`config.mk`:
```
export PLATFORM = sky130hd
export DESIGN_NAME = flash_cmd_fsm
export DESIGN_NICKNAME = d
export VERILOG_FILES = /design/src/rtl/fcsm_pkg.sv /design/src/rtl/fcsm_engine.sv /design/src/rtl/fcsm_blk_array.sv /design/src/rtl/flash_cmd_fsm.sv
export SDC_FILE = /design/constraint.sdc
export NUM_CORES = 1
export LEC_CHECK = 0
export ABC_AREA = 1
export CORE_MARGIN = 1.5
export CORE_UTILIZATION = 46
export CTS_CLUSTER_SIZE = 24
export DETAILED_ROUTE_END_ITERATION = 8
export PLACE_DENSITY_LB_ADDON = 0.1
export RECOVER_POWER = 25
export SLEW_MARGIN = 20
export SYNTH_ARGS = -nofsm -noshare
export SYNTH_HDL_FRONTEND = slang
export SYNTH_HIERARCHICAL = 1
export SYNTH_SLANG_ARGS = --single-unit
```
`constraint.sdc`:
```
create_clock -name clk -period 1.7 [get_ports clk]
set_clock_uncertainty 0.1 [all_clocks]
set_input_delay 0.255 -clock clk [delete_from_list [all_inputs] [get_ports clk]]
set_output_delay 0.255 -clock clk [all_outputs]
set_load 0.01 [all_outputs]
```
`src/rtl/fcsm_pkg.sv`:
```
package fcsm_pkg;

    localparam logic [7:0] OP_ERS_SETUP = 8'h20;
    localparam logic [7:0] OP_CONFIRM   = 8'hD0;
    localparam logic [7:0] OP_SUSPEND   = 8'hB0;
    localparam logic [7:0] OP_RD_STAT   = 8'h70;
    localparam logic [7:0] OP_RD_ARRAY  = 8'hFF;
    localparam logic [7:0] OP_PRG_SETUP = 8'h40;
    localparam logic [7:0] OP_CLR_STAT  = 8'h50;

    typedef enum logic [2:0] {
        ST_IDLE,
        ST_ERS_SET,
        ST_PRG_SET,
        ST_ERASE,
        ST_PROG,
        ST_SUSP,
        ST_SUSP_PSET,
        ST_SUSP_PROG
    } fcsm_state_e;

    typedef struct packed {
        logic ers_fail;   // bit 5
        logic prg_fail;   // bit 4
        logic vpen_low;   // bit 3
        logic locked;     // bit 1
    } fcsm_err_t;

    function automatic logic [7:0] pack_status(input logic ready,
                                               input logic susp,
                                               input fcsm_err_t e);
        return {ready, susp, e.ers_fail, e.prg_fail, e.vpen_low, 1'b0, e.locked, 1'b0};
    endfunction

    function automatic logic is_suspended(input fcsm_state_e s);
        return (s == ST_SUSP) || (s == ST_SUSP_PSET) || (s == ST_SUSP_PROG);
    endfunction

    function automatic logic is_busy(input fcsm_state_e s);
        return (s == ST_ERASE) || (s == ST_PROG) || (s == ST_SUSP_PROG);
    endfunction

endpackage

```
`src/rtl/fcsm_engine.sv`:
```
module fcsm_engine #(
    parameter int CYC = 16,
    localparam int CW = $clog2(CYC + 1)
) (
    input  logic clk,
    input  logic rst,
    input  logic start,
    input  logic hold,
    output logic busy,
    output logic done
);
    logic [CW-1:0] cnt_q;

    always_ff @(posedge clk) begin
        if (rst) begin
            cnt_q <= '0;
        end else if (start) begin
            cnt_q <= CW'(CYC);
        end else if (busy && !hold) begin
            cnt_q <= cnt_q - 1'b1;
        end
    end

    assign busy = (cnt_q != '0);
    assign done = busy && !hold && (cnt_q == CW'(1));

    // a held engine keeps its remaining count
    a_r8_hold_freezes: assert property (@(posedge clk) disable iff (rst)
        (hold && !start) |=> $stable(cnt_q));

    // the count never exceeds its load value
    a_r2_count_bound: assert property (@(posedge clk) disable iff (rst)
        cnt_q <= CW'(CYC));

endmodule

```
`src/rtl/fcsm_blk_array.sv`:
```
module fcsm_blk_array #(
    parameter int NBLK = 4,
    localparam int BLK_W = (NBLK > 1) ? $clog2(NBLK) : 1
) (
    input  logic             clk,
    input  logic             rst,
    input  logic             set_en,
    input  logic [BLK_W-1:0] set_idx,
    input  logic             clr_en,
    input  logic [BLK_W-1:0] clr_idx,
    output logic [NBLK-1:0]  erased
);
    for (genvar i = 0; i < NBLK; i++) begin : g_blk
        always_ff @(posedge clk) begin
            if (rst) begin
                erased[i] <= 1'b0;
            end else if (set_en && (set_idx == BLK_W'(i))) begin
                erased[i] <= 1'b1;
            end else if (clr_en && (clr_idx == BLK_W'(i))) begin
                erased[i] <= 1'b0;
            end
        end
    end

    // an erase completion and a program start never coincide
    a_r9_no_set_clr_same: assert property (@(posedge clk) disable iff (rst)
        !(set_en && clr_en));

endmodule

```
`src/rtl/flash_cmd_fsm.sv`:
```
module flash_cmd_fsm
    import fcsm_pkg::*;
#(
    parameter int NBLK      = 4,
    parameter int ERASE_CYC = 64,
    parameter int PROG_CYC  = 16,
    localparam int BLK_W = (NBLK > 1) ? $clog2(NBLK) : 1
) (
    input  logic             clk,
    input  logic             rst,
    input  logic             wr_en,
    input  logic [7:0]       wr_cmd,
    input  logic [BLK_W-1:0] wr_blk,
    input  logic             vpen_ok,
    input  logic [NBLK-1:0]  blk_lock,
    output logic [7:0]       status,
    output logic             sts_ready,
    output logic             rd_status,
    output logic [NBLK-1:0]  blk_erased
);
    fcsm_state_e      st_q, st_d;
    fcsm_err_t        err_q, err_d;
    logic             rds_q, rds_d;
    logic [BLK_W-1:0] eblk_q, eblk_d;

    logic ers_start, prg_start, ers_busy, ers_done, prg_busy, prg_done;
    logic arr_set, arr_clr, hold;
    logic prg_bad_vpen, prg_bad_lock, prg_bad_same, prg_bad;

    assign hold = is_suspended(st_q);

    fcsm_engine #(.CYC(ERASE_CYC)) i_ers_eng (
        .clk(clk), .rst(rst), .start(ers_start), .hold(hold),
        .busy(ers_busy), .done(ers_done)
    );

    fcsm_engine #(.CYC(PROG_CYC)) i_prg_eng (
        .clk(clk), .rst(rst), .start(prg_start), .hold(1'b0),
        .busy(prg_busy), .done(prg_done)
    );

    fcsm_blk_array #(.NBLK(NBLK)) i_arr (
        .clk(clk), .rst(rst),
        .set_en(arr_set), .set_idx(eblk_q),
        .clr_en(arr_clr), .clr_idx(wr_blk),
        .erased(blk_erased)
    );

    // program acceptance checks for the data write
    assign prg_bad_vpen = !vpen_ok;
    assign prg_bad_lock = blk_lock[wr_blk];
    assign prg_bad_same = (st_q == ST_SUSP_PSET) && (wr_blk == eblk_q);
    assign prg_bad      = prg_bad_vpen || prg_bad_lock || prg_bad_same;

    always_comb begin
        st_d      = st_q;
        err_d     = err_q;
        rds_d     = rds_q;
        eblk_d    = eblk_q;
        ers_start = 1'b0;
        prg_start = 1'b0;
        arr_set   = 1'b0;
        arr_clr   = 1'b0;
        unique case (st_q)
            ST_IDLE: if (wr_en) begin
                unique case (wr_cmd)
                    OP_ERS_SETUP: begin st_d = ST_ERS_SET; rds_d = 1'b1; end
                    OP_PRG_SETUP: begin st_d = ST_PRG_SET; rds_d = 1'b1; end
                    OP_CLR_STAT:  err_d = '0;
                    OP_RD_STAT:   rds_d = 1'b1;
                    OP_RD_ARRAY:  rds_d = 1'b0;
                    default: ;
                endcase
            end
            ST_ERS_SET: if (wr_en) begin
                rds_d = 1'b1;
                st_d  = ST_IDLE;
                if (wr_cmd != OP_CONFIRM) begin
                    err_d.ers_fail = 1'b1;
                    err_d.prg_fail = 1'b1;
                end else begin
                    if (!vpen_ok) begin
                        err_d.ers_fail = 1'b1;
                        err_d.vpen_low = 1'b1;
                    end
                    if (blk_lock[wr_blk]) begin
                        err_d.ers_fail = 1'b1;
                        err_d.locked   = 1'b1;
                    end
                    if (vpen_ok && !blk_lock[wr_blk]) begin
                        ers_start = 1'b1;
                        eblk_d    = wr_blk;
                        st_d      = ST_ERASE;
                    end
                end
            end
            ST_PRG_SET, ST_SUSP_PSET: if (wr_en) begin
                rds_d = 1'b1;
                if (prg_bad) begin
                    err_d.prg_fail = 1'b1;
                    if (prg_bad_vpen) err_d.vpen_low = 1'b1;
                    if (prg_bad_lock) err_d.locked   = 1'b1;
                    st_d = (st_q == ST_SUSP_PSET) ? ST_SUSP : ST_IDLE;
                end else begin
                    prg_start = 1'b1;
                    arr_clr   = 1'b1;
                    st_d = (st_q == ST_SUSP_PSET) ? ST_SUSP_PROG : ST_PROG;
                end
            end
            ST_ERASE: begin
                if (ers_done) begin
                    arr_set = 1'b1;
                    st_d    = ST_IDLE;
                end else if (wr_en && wr_cmd == OP_SUSPEND) begin
                    st_d  = ST_SUSP;
                    rds_d = 1'b1;
                end else if (wr_en && wr_cmd == OP_RD_STAT) begin
                    rds_d = 1'b1;
                end
            end
            ST_PROG, ST_SUSP_PROG: begin
                if (prg_done) begin
                    st_d = (st_q == ST_SUSP_PROG) ? ST_SUSP : ST_IDLE;
                end else if (wr_en && wr_cmd == OP_RD_STAT) begin
                    rds_d = 1'b1;
                end
            end
            ST_SUSP: if (wr_en) begin
                unique case (wr_cmd)
                    OP_RD_ARRAY:  rds_d = 1'b0;
                    OP_RD_STAT:   rds_d = 1'b1;
                    OP_CLR_STAT:  err_d = '0;
                    OP_PRG_SETUP: begin st_d = ST_SUSP_PSET; rds_d = 1'b1; end
                    OP_CONFIRM:   begin st_d = ST_ERASE;     rds_d = 1'b1; end
                    default: ;
                endcase
            end
            default: st_d = ST_IDLE;
        endcase
    end

    always_ff @(posedge clk) begin
        if (rst) begin
            st_q   <= ST_IDLE;
            err_q  <= '0;
            rds_q  <= 1'b0;
            eblk_q <= '0;
        end else begin
            st_q   <= st_d;
            err_q  <= err_d;
            rds_q  <= rds_d;
            eblk_q <= eblk_d;
        end
    end

    assign status    = pack_status(!is_busy(st_q), hold, err_q);
    assign sts_ready = status[7];
    assign rd_status = rds_q;

    // error bits fall only after a clear command
    a_r6_err_sticky: assert property (@(posedge clk) disable iff (rst)
        $fell(status[5]) |-> $past(wr_en && wr_cmd == OP_CLR_STAT));

    // no clear while an engine runs
    a_r7_no_clear_busy: assert property (@(posedge clk) disable iff (rst)
        $fell(status[4]) |-> $past(status[7]));

    // suspension only follows a suspend command
    a_r8_susp_cause: assert property (@(posedge clk) disable iff (rst)
        $rose(status[6]) |-> $past(wr_en && wr_cmd == OP_SUSPEND) && status[7]);

    // leaving suspension only follows a resume command
    a_r10_resume_cause: assert property (@(posedge clk) disable iff (rst)
        $fell(status[6]) |-> $past(wr_en && wr_cmd == OP_CONFIRM) && !status[7]);

    // low program voltage always comes with an operation error
    a_r4_vpen_pair: assert property (@(posedge clk) disable iff (rst)
        $rose(status[3]) |-> (status[5] || status[4]));

    // lock error always comes with an operation error
    a_r5_lock_pair: assert property (@(posedge clk) disable iff (rst)
        $rose(status[1]) |-> (status[5] || status[4]));

    // an erased flag rises only as a busy period ends
    for (genvar i = 0; i < NBLK; i++) begin : g_chk
        a_r2_flag_at_end: assert property (@(posedge clk) disable iff (rst)
            $rose(blk_erased[i]) |-> $past(!status[7]) && status[7]);
    end

    // the program engine runs only in a program state
    a_r9_prog_state: assert property (@(posedge clk) disable iff (rst)
        prg_busy |-> (st_q == ST_PROG || st_q == ST_SUSP_PROG));

    // the erase engine is busy whenever erasing or suspended
    a_r8_ers_state: assert property (@(posedge clk) disable iff (rst)
        (st_q == ST_ERASE || hold) |-> ers_busy);

endmodule

```
**Word-level counts from Yosys, hierarchy flattened**

Index checks and enable logic that the tools add are counted.

- Bitwise gates (word level): 1
- $lt $le $gt $ge: 1
- Add/sub/neg operators: 2
- Equal/unequal tests: 43
- Reductions and logical operators: 52
- Mux-type cells: 63

Operators with widths:

| operator | count |
|---|---|
| $mux W3 | 12 |
| $mux W1 | 31 |
| $eq A8 B7 Y1 const B | 3 |
| $eq A8 B8 Y1 const B | 3 |
| $reduce_and A7 Y1 | 3 |
| $ne A2 B2 Y1 const B | 9 |
| $pmux W3 S6 | 1 |
| $logic_and A1 B1 Y1 | 15 |
| $mux W7 | 2 |
| $reduce_bool A2 Y1 | 7 |
| $eq A3 B3 Y1 const B | 4 |
| $mux W4 | 3 |
| $pmux W3 S2 | 2 |
| $mux W5 | 2 |
| $reduce_or A2 Y1 | 5 |
| $pmux W3 S3 | 1 |
| $reduce_or A3 Y1 | 3 |
| $eq A2 B2 Y1 const B | 4 |
| $eq A8 B6 Y1 const B | 1 |
| $mux W2 | 4 |
| $ne A2 B1 Y1 const B | 4 |
| $ne A8 B8 Y1 const B | 1 |
| $reduce_and A8 Y1 | 1 |
| $eq A7 B1 Y1 const B | 1 |
| 25 further kinds | 40 |

- Word-level logic and storage cells: 177
- Register bits after elaboration: 26
- Output and inout port bits: 14
- Bits of input ports: 18

**Longest topological paths before layout**

- Word-level depth: 10
- Gate-level depth with buffers: 14
- Gate-level depth less buffers: 14

**By module**

The synthesis kept the hierarchy.

Modules (own cells, without submodules):

| module | area an instance (um^2) | cells each | instances | seq. area each (um^2) |
|---|---|---|---|---|
| flash_cmd_fsm | 977.2 | 182 | 1 | 200.2 |
| fcsm_engine at i_ers_eng | 466.7 | 62 | 1 | 140.1 |
| fcsm_engine at i_prg_eng | 307.8 | 44 | 1 | 100.1 |
| fcsm_blk_array | 172.7 | 25 | 1 | 80.1 |

**Least setup slack after synthesis**

Ideal clock, no wire load.

- Path kind: register -> register
- From: reg i_ers_eng.cnt_q[0]
- To: reg st_q[0]
- Slack: -0.128 ns
- Library setup time: 0.123 ns
- Arrival time: 1.605 ns
- Path buffers: 0
- Stages on the path, launching flop included: 13
- Required time: 1.477 ns
- Period minus slack after synthesis: 1.828 ns
- Path through: dfxtp_1 > inv_1 > ha_1 > inv_1 > nor2_4 > nand2_4 > nand2_8 > nor2_1 > nor2_1 > a21oi_1 > nand2_1 > nor3b_1 > a21oi_1

- Cells in the longest elaborated chain, start to end: 5
- Elaborated cells between the ends (all ways): 8
- Classes of those cells: 2 x eq/ne; 2 x mux; 4 x reduce/logical

Ends and longest elaborated chain:

| what | RTL line | RTL |
|---|---|---|
| start: declaration | fcsm_engine.sv:12 | `logic [CW-1:0] cnt_q;` |
| start signal: assignment | fcsm_engine.sv:18 | `cnt_q <= CW'(CYC);` |
| start signal: assignment | fcsm_engine.sv:20 | `cnt_q <= cnt_q - 1'b1;` |
| $reduce_bool A7 Y1 (*) | fcsm_engine.sv:24 | `assign busy = (cnt_q != '0);` |
| via ers_busy | flash_cmd_fsm.sv:26 | `logic ers_start, prg_start, ers_busy, ers_done, prg_busy, prg_done;` |
| $logic_and A1 B1 Y1 (*) (2 in series) | fcsm_engine.sv:25 | `assign done = busy && !hold && (cnt_q == CW'(1));` |
| via ers_done | flash_cmd_fsm.sv:26 |  |
| $ne A3 B3 Y1 (no source line) / $mux W3 (equally long branches) | -- |  |
| $reduce_and A8 Y1 (no source line) / $pmux W3 S6 (equally long branches) | -- |  |
| end signal: assignment | flash_cmd_fsm.sv:149 | `st_q <= st_d;` |
| end: declaration | flash_cmd_fsm.sv:21 | `fcsm_state_e st_q, st_d;` |

Mark *: on every way through the listed nets, which the timed path passes. The rest lies on a longest branch.
A chain may end at the register's enable or synchronous reset.

**Worst setup path in the final report**

- From: reg i_ers_eng.cnt_q[1]
- To: reg st_q[0]

- Cells in the longest elaborated chain, start to end: 5
- Elaborated cells between the ends (all ways): 8
- Classes of those cells: 2 x eq/ne; 2 x mux; 4 x reduce/logical

Ends and longest elaborated chain:

| what | RTL line |
|---|---|
| $reduce_bool A7 Y1 | fcsm_engine.sv:24 |
| $logic_and A1 B1 Y1 | fcsm_engine.sv:25 |
| $logic_and A1 B1 Y1 (*) | fcsm_engine.sv:25 |
| via ers_done | flash_cmd_fsm.sv:26 |
| $ne A3 B3 Y1 (no source line) / $mux W3 (equally long branches) | -- |
| $reduce_and A8 Y1 (no source line) / $pmux W3 S6 (equally long branches) | -- |

Marked as above.

==> results.yml <==
sta:
  max_freq_ghz: 0.5749
  slew_viol_final: 0
  hold_violations: 0
  grt_setup_unrepaired: "yes"
  setup_viol: 1
  period_minus_slack_ns: 1.739
  fin_ws_ns: -0.03932
  finalCritPeriodShare: 1.023
final_layout:
  finish.instance_area_um2: 2892
  nets: 419
  syn_to_final_growth_pct: 50.26
  num_antenna_cells: 0
  drive_above_1_share: 0.3460
clock_network:
  htreeDepth: 1
  cts.path.max_buffers: 2
  cts_sinks: 26
  ctsRootBufferMaster: "clkbuf_8"
  clk_pin_slew_ns: 0.10
  numCtsBuffers: 3
  cts_tree: "yes"
  clkLatencyLatePin_ns: 0.28
  ctsHoldBuffers: 0
synth:
  synth_area_um2: 1924
  async_flop_share: 0
  synth.distinct_cells: 32
  yosys-top-cells-count: "82 x nand2_1, 47 x inv_1, 43 x nor2_1"
  synth_top_cell_by_area: "dfxtp_1"
  synthCells: 313
  ys_ff_latch: 26
  synth_top_family_by_area: "simple AND/OR/NAND/NOR gates"
  syn_avg_cell_area_um2: 6.148
  synthAdderAreaFrac: 0.02601
  synth_xor_xnor_area_share: 0.009103
  synth_top_area_share: 0.2705
  ys_warn_count: 6
  synth.area.top_cells: "dfxtp_1 27%, nand2_1 16%, inv_1 9.2%"
  synth_edf_count: 0
  ys_seq_area_frac: 0.2705
  yosys_most_used_dff: "dfxtp_1"
  synth.most_common_cell: "nand2_1"
  synth-simple-area-share: 0.4668
  synth.area.mux_share: 0
  synth_compound_area_frac: 0.1014
die:
  row_count: 23
  die_x_um: 67.68
  coreArea_um2: 4000
  initial_core_util: 0.4811
  die_area_um2: 4581
  num_io_pins: 32
  die_height_um: 67.68
detailed_routing:
  drc_errors: 0
  wl_met2_mm: 2.584
  top_layer: "met4"
  wl_met1_mm: 2.031
  first_iter_violations: 44
  ant_nets: 0
  drt_first_pass_iters: 4
  wl_met3_um: 153
  dr_total_vias: 2142
  wl_per_cell_um: 10.85
  routed_wl_mm: 4.838
  vias_per_cell: 4.803
worst_setup_path:
  critPathMaxStageDelay_ns: 0.33
  cp-start-kind: "flip-flop"
  worstPathCellList: "inv_2 > buf_6 > ha_4 > nand4_1 > nor2_4 > nor2_4 > a21oi_2 > nand2_1 > nor3b_2 > a21oi_2"
  crit_arrival_ns: 1.81
  slowest_stage: "dfxtp_2"
  crit_type: "reg -> reg"
  crit_fanout: 2
  end_kind: "flip-flop"
  critPathRequiredTime_ns: 1.77
place:
  pre_cts_slack_ns: -0.3870
  gp_congestion: 0.8888
  portBuffers: 29
  detailed_place_hpwl_mm: 3.658
  placed_area_um2: 2591
global_routing:
  antenna_found_initial: 0
  grt_max_degree: 16
  grt_pass1_wl_mm: 7.610
  grt_pass1_vias: 1865
  grt.total_usage: 0.2147
  gr-total-overflow: 0
hold_path:
  hp-class: "in -> reg"
power_and_ir_drop:
  swShare: 0.4241
  p_clk_frac: 0.138
  seqPwrFrac: 0.235
  peakVddDrop_mv: 1.029
  power.leakage_uw: 0.001374
  p_int_uw: 2215
  p_sw_uw: 1631
  p_comb_frac: 0.628
  p_per_area_nw_per_um2: 1330
flow_run:
  drv_cap: 0
run_status:
  violations: "negative setup slack"
  outcome: "complete, but fails checks"
## repair_timing
action	in CTS	in global routing
cloned	0	0
setup endpoints to repair	17	27
setup buffers	3	6
pin swaps	5	22
gates resized for setup	13	52
## sequential cells by signal, indices dropped and copies added, names as in the netlist
register / flops
eblk_q: 2
i_arr/erased: 4
i_ers_eng/cnt_q: 7
i_prg_eng/cnt_q: 5
rd_status: 1
st_q: 3
status: 4
## layout by cell type (no fill, tap or decap), types with 2 or more instances in the layout
cell             instances
nand2_1                 78
buf_4                   50
inv_1                   37
nor2_1                  32
nand3_1                 22
dfxtp_1                 20
clkdlybuf4s50_1         19
a21oi_1                 16
inv_2                   14
nand2_2                 11
nand4_1                 10
nor2_4                   9
a21oi_2                  9
nor2_2                   8
nand3_2                  6
dfxtp_2                  5
dlygate4sd3_1            5
nand2_4                  4
o21ai_0                  4
o21ai_1                  3
conb_1                   3
clkbuf_8                 3
ha_4                     3
dlymetal6s2s_1           3
nor3_1                   2
buf_6                    2
clkbuf_2                 2
## layout make-up
type / instances / area, um2
fillers: 353 / 1109
repair buffers: 81 / 685.7
well taps: 50 / 62.56
clock buffers: 3 / 41.29
inverters: 54 / 211.5
multi-input cells: 231 / 1330
flip-flops and latches: 26 / 530.5
clock inverters: 1 / 30.03
## path summary, 6_finish.rpt
path | startpoint | end | slack, ns | cells after the start
hold reg to reg | i_arr/erased[2] | i_arr/erased[2] | 0.36 | 2
setup / recovery | i_ers_eng/cnt_q[1] | st_q[0] | -0.04 | 10
hold / removal | wr_blk[1] | eblk_q[1] | 0.32 | 4
setup reg to reg | i_ers_eng/cnt_q[1] | st_q[0] | -0.04 | 10
## layer usage
metal	GRT usage	vias up
li1	-	1149
met1	0.2383	959
met2	0.4118	28
met3	0.04000	6
met4	0.05612	0
met5	0	-
## power groups by stage
stage                     clock [uW]  sequential, uW  combinational, uW
after global placement             0             888               2040
after global routing             565             926               2680
after detailed placement           0             894               2070
after CTS                        541             888               2140
final                            530             902               2410
after floorplan                    0             906               1350
## worst max-delay path: cells and delay by family, from the launching register on
family	cells	cell delay [ns]
AOI/OAI and AO/OA	2	0.22
DFF	1	0.33
and+or+nand+nor	5	0.68
buffers and inverters	2	0.18
adders and majority gates	1	0.11
## cell families after synthesis
family,count (synthesis)
compound gates,34
xor+xnor,2
fa+ha+maj,4
buf+inv,58
flops,26
other cells,1
simple gates,188
## through the flow
stage | utilization | TNS [ns] | instances | hold slack, ns | power (uW)
after floorplan | - | 0 | 315 | 0.2241 | 2257
after detailed placement | 0.6478 | -6.400 | 434 | 0.3496 | 2965
after global routing | 0.7229 | -0.5742 | 446 | 0.3638 | 4170
after CTS | 0.6788 | -0.2133 | 441 | 0.3669 | 3565
final | 0.7229 | -0.03932 | 446 | 0.3191 | 3846
after global placement | 0.6478 | -5.577 | 434 | 0.3481 | 2929
No activity file was read; power rests on OpenSTA's default activity.
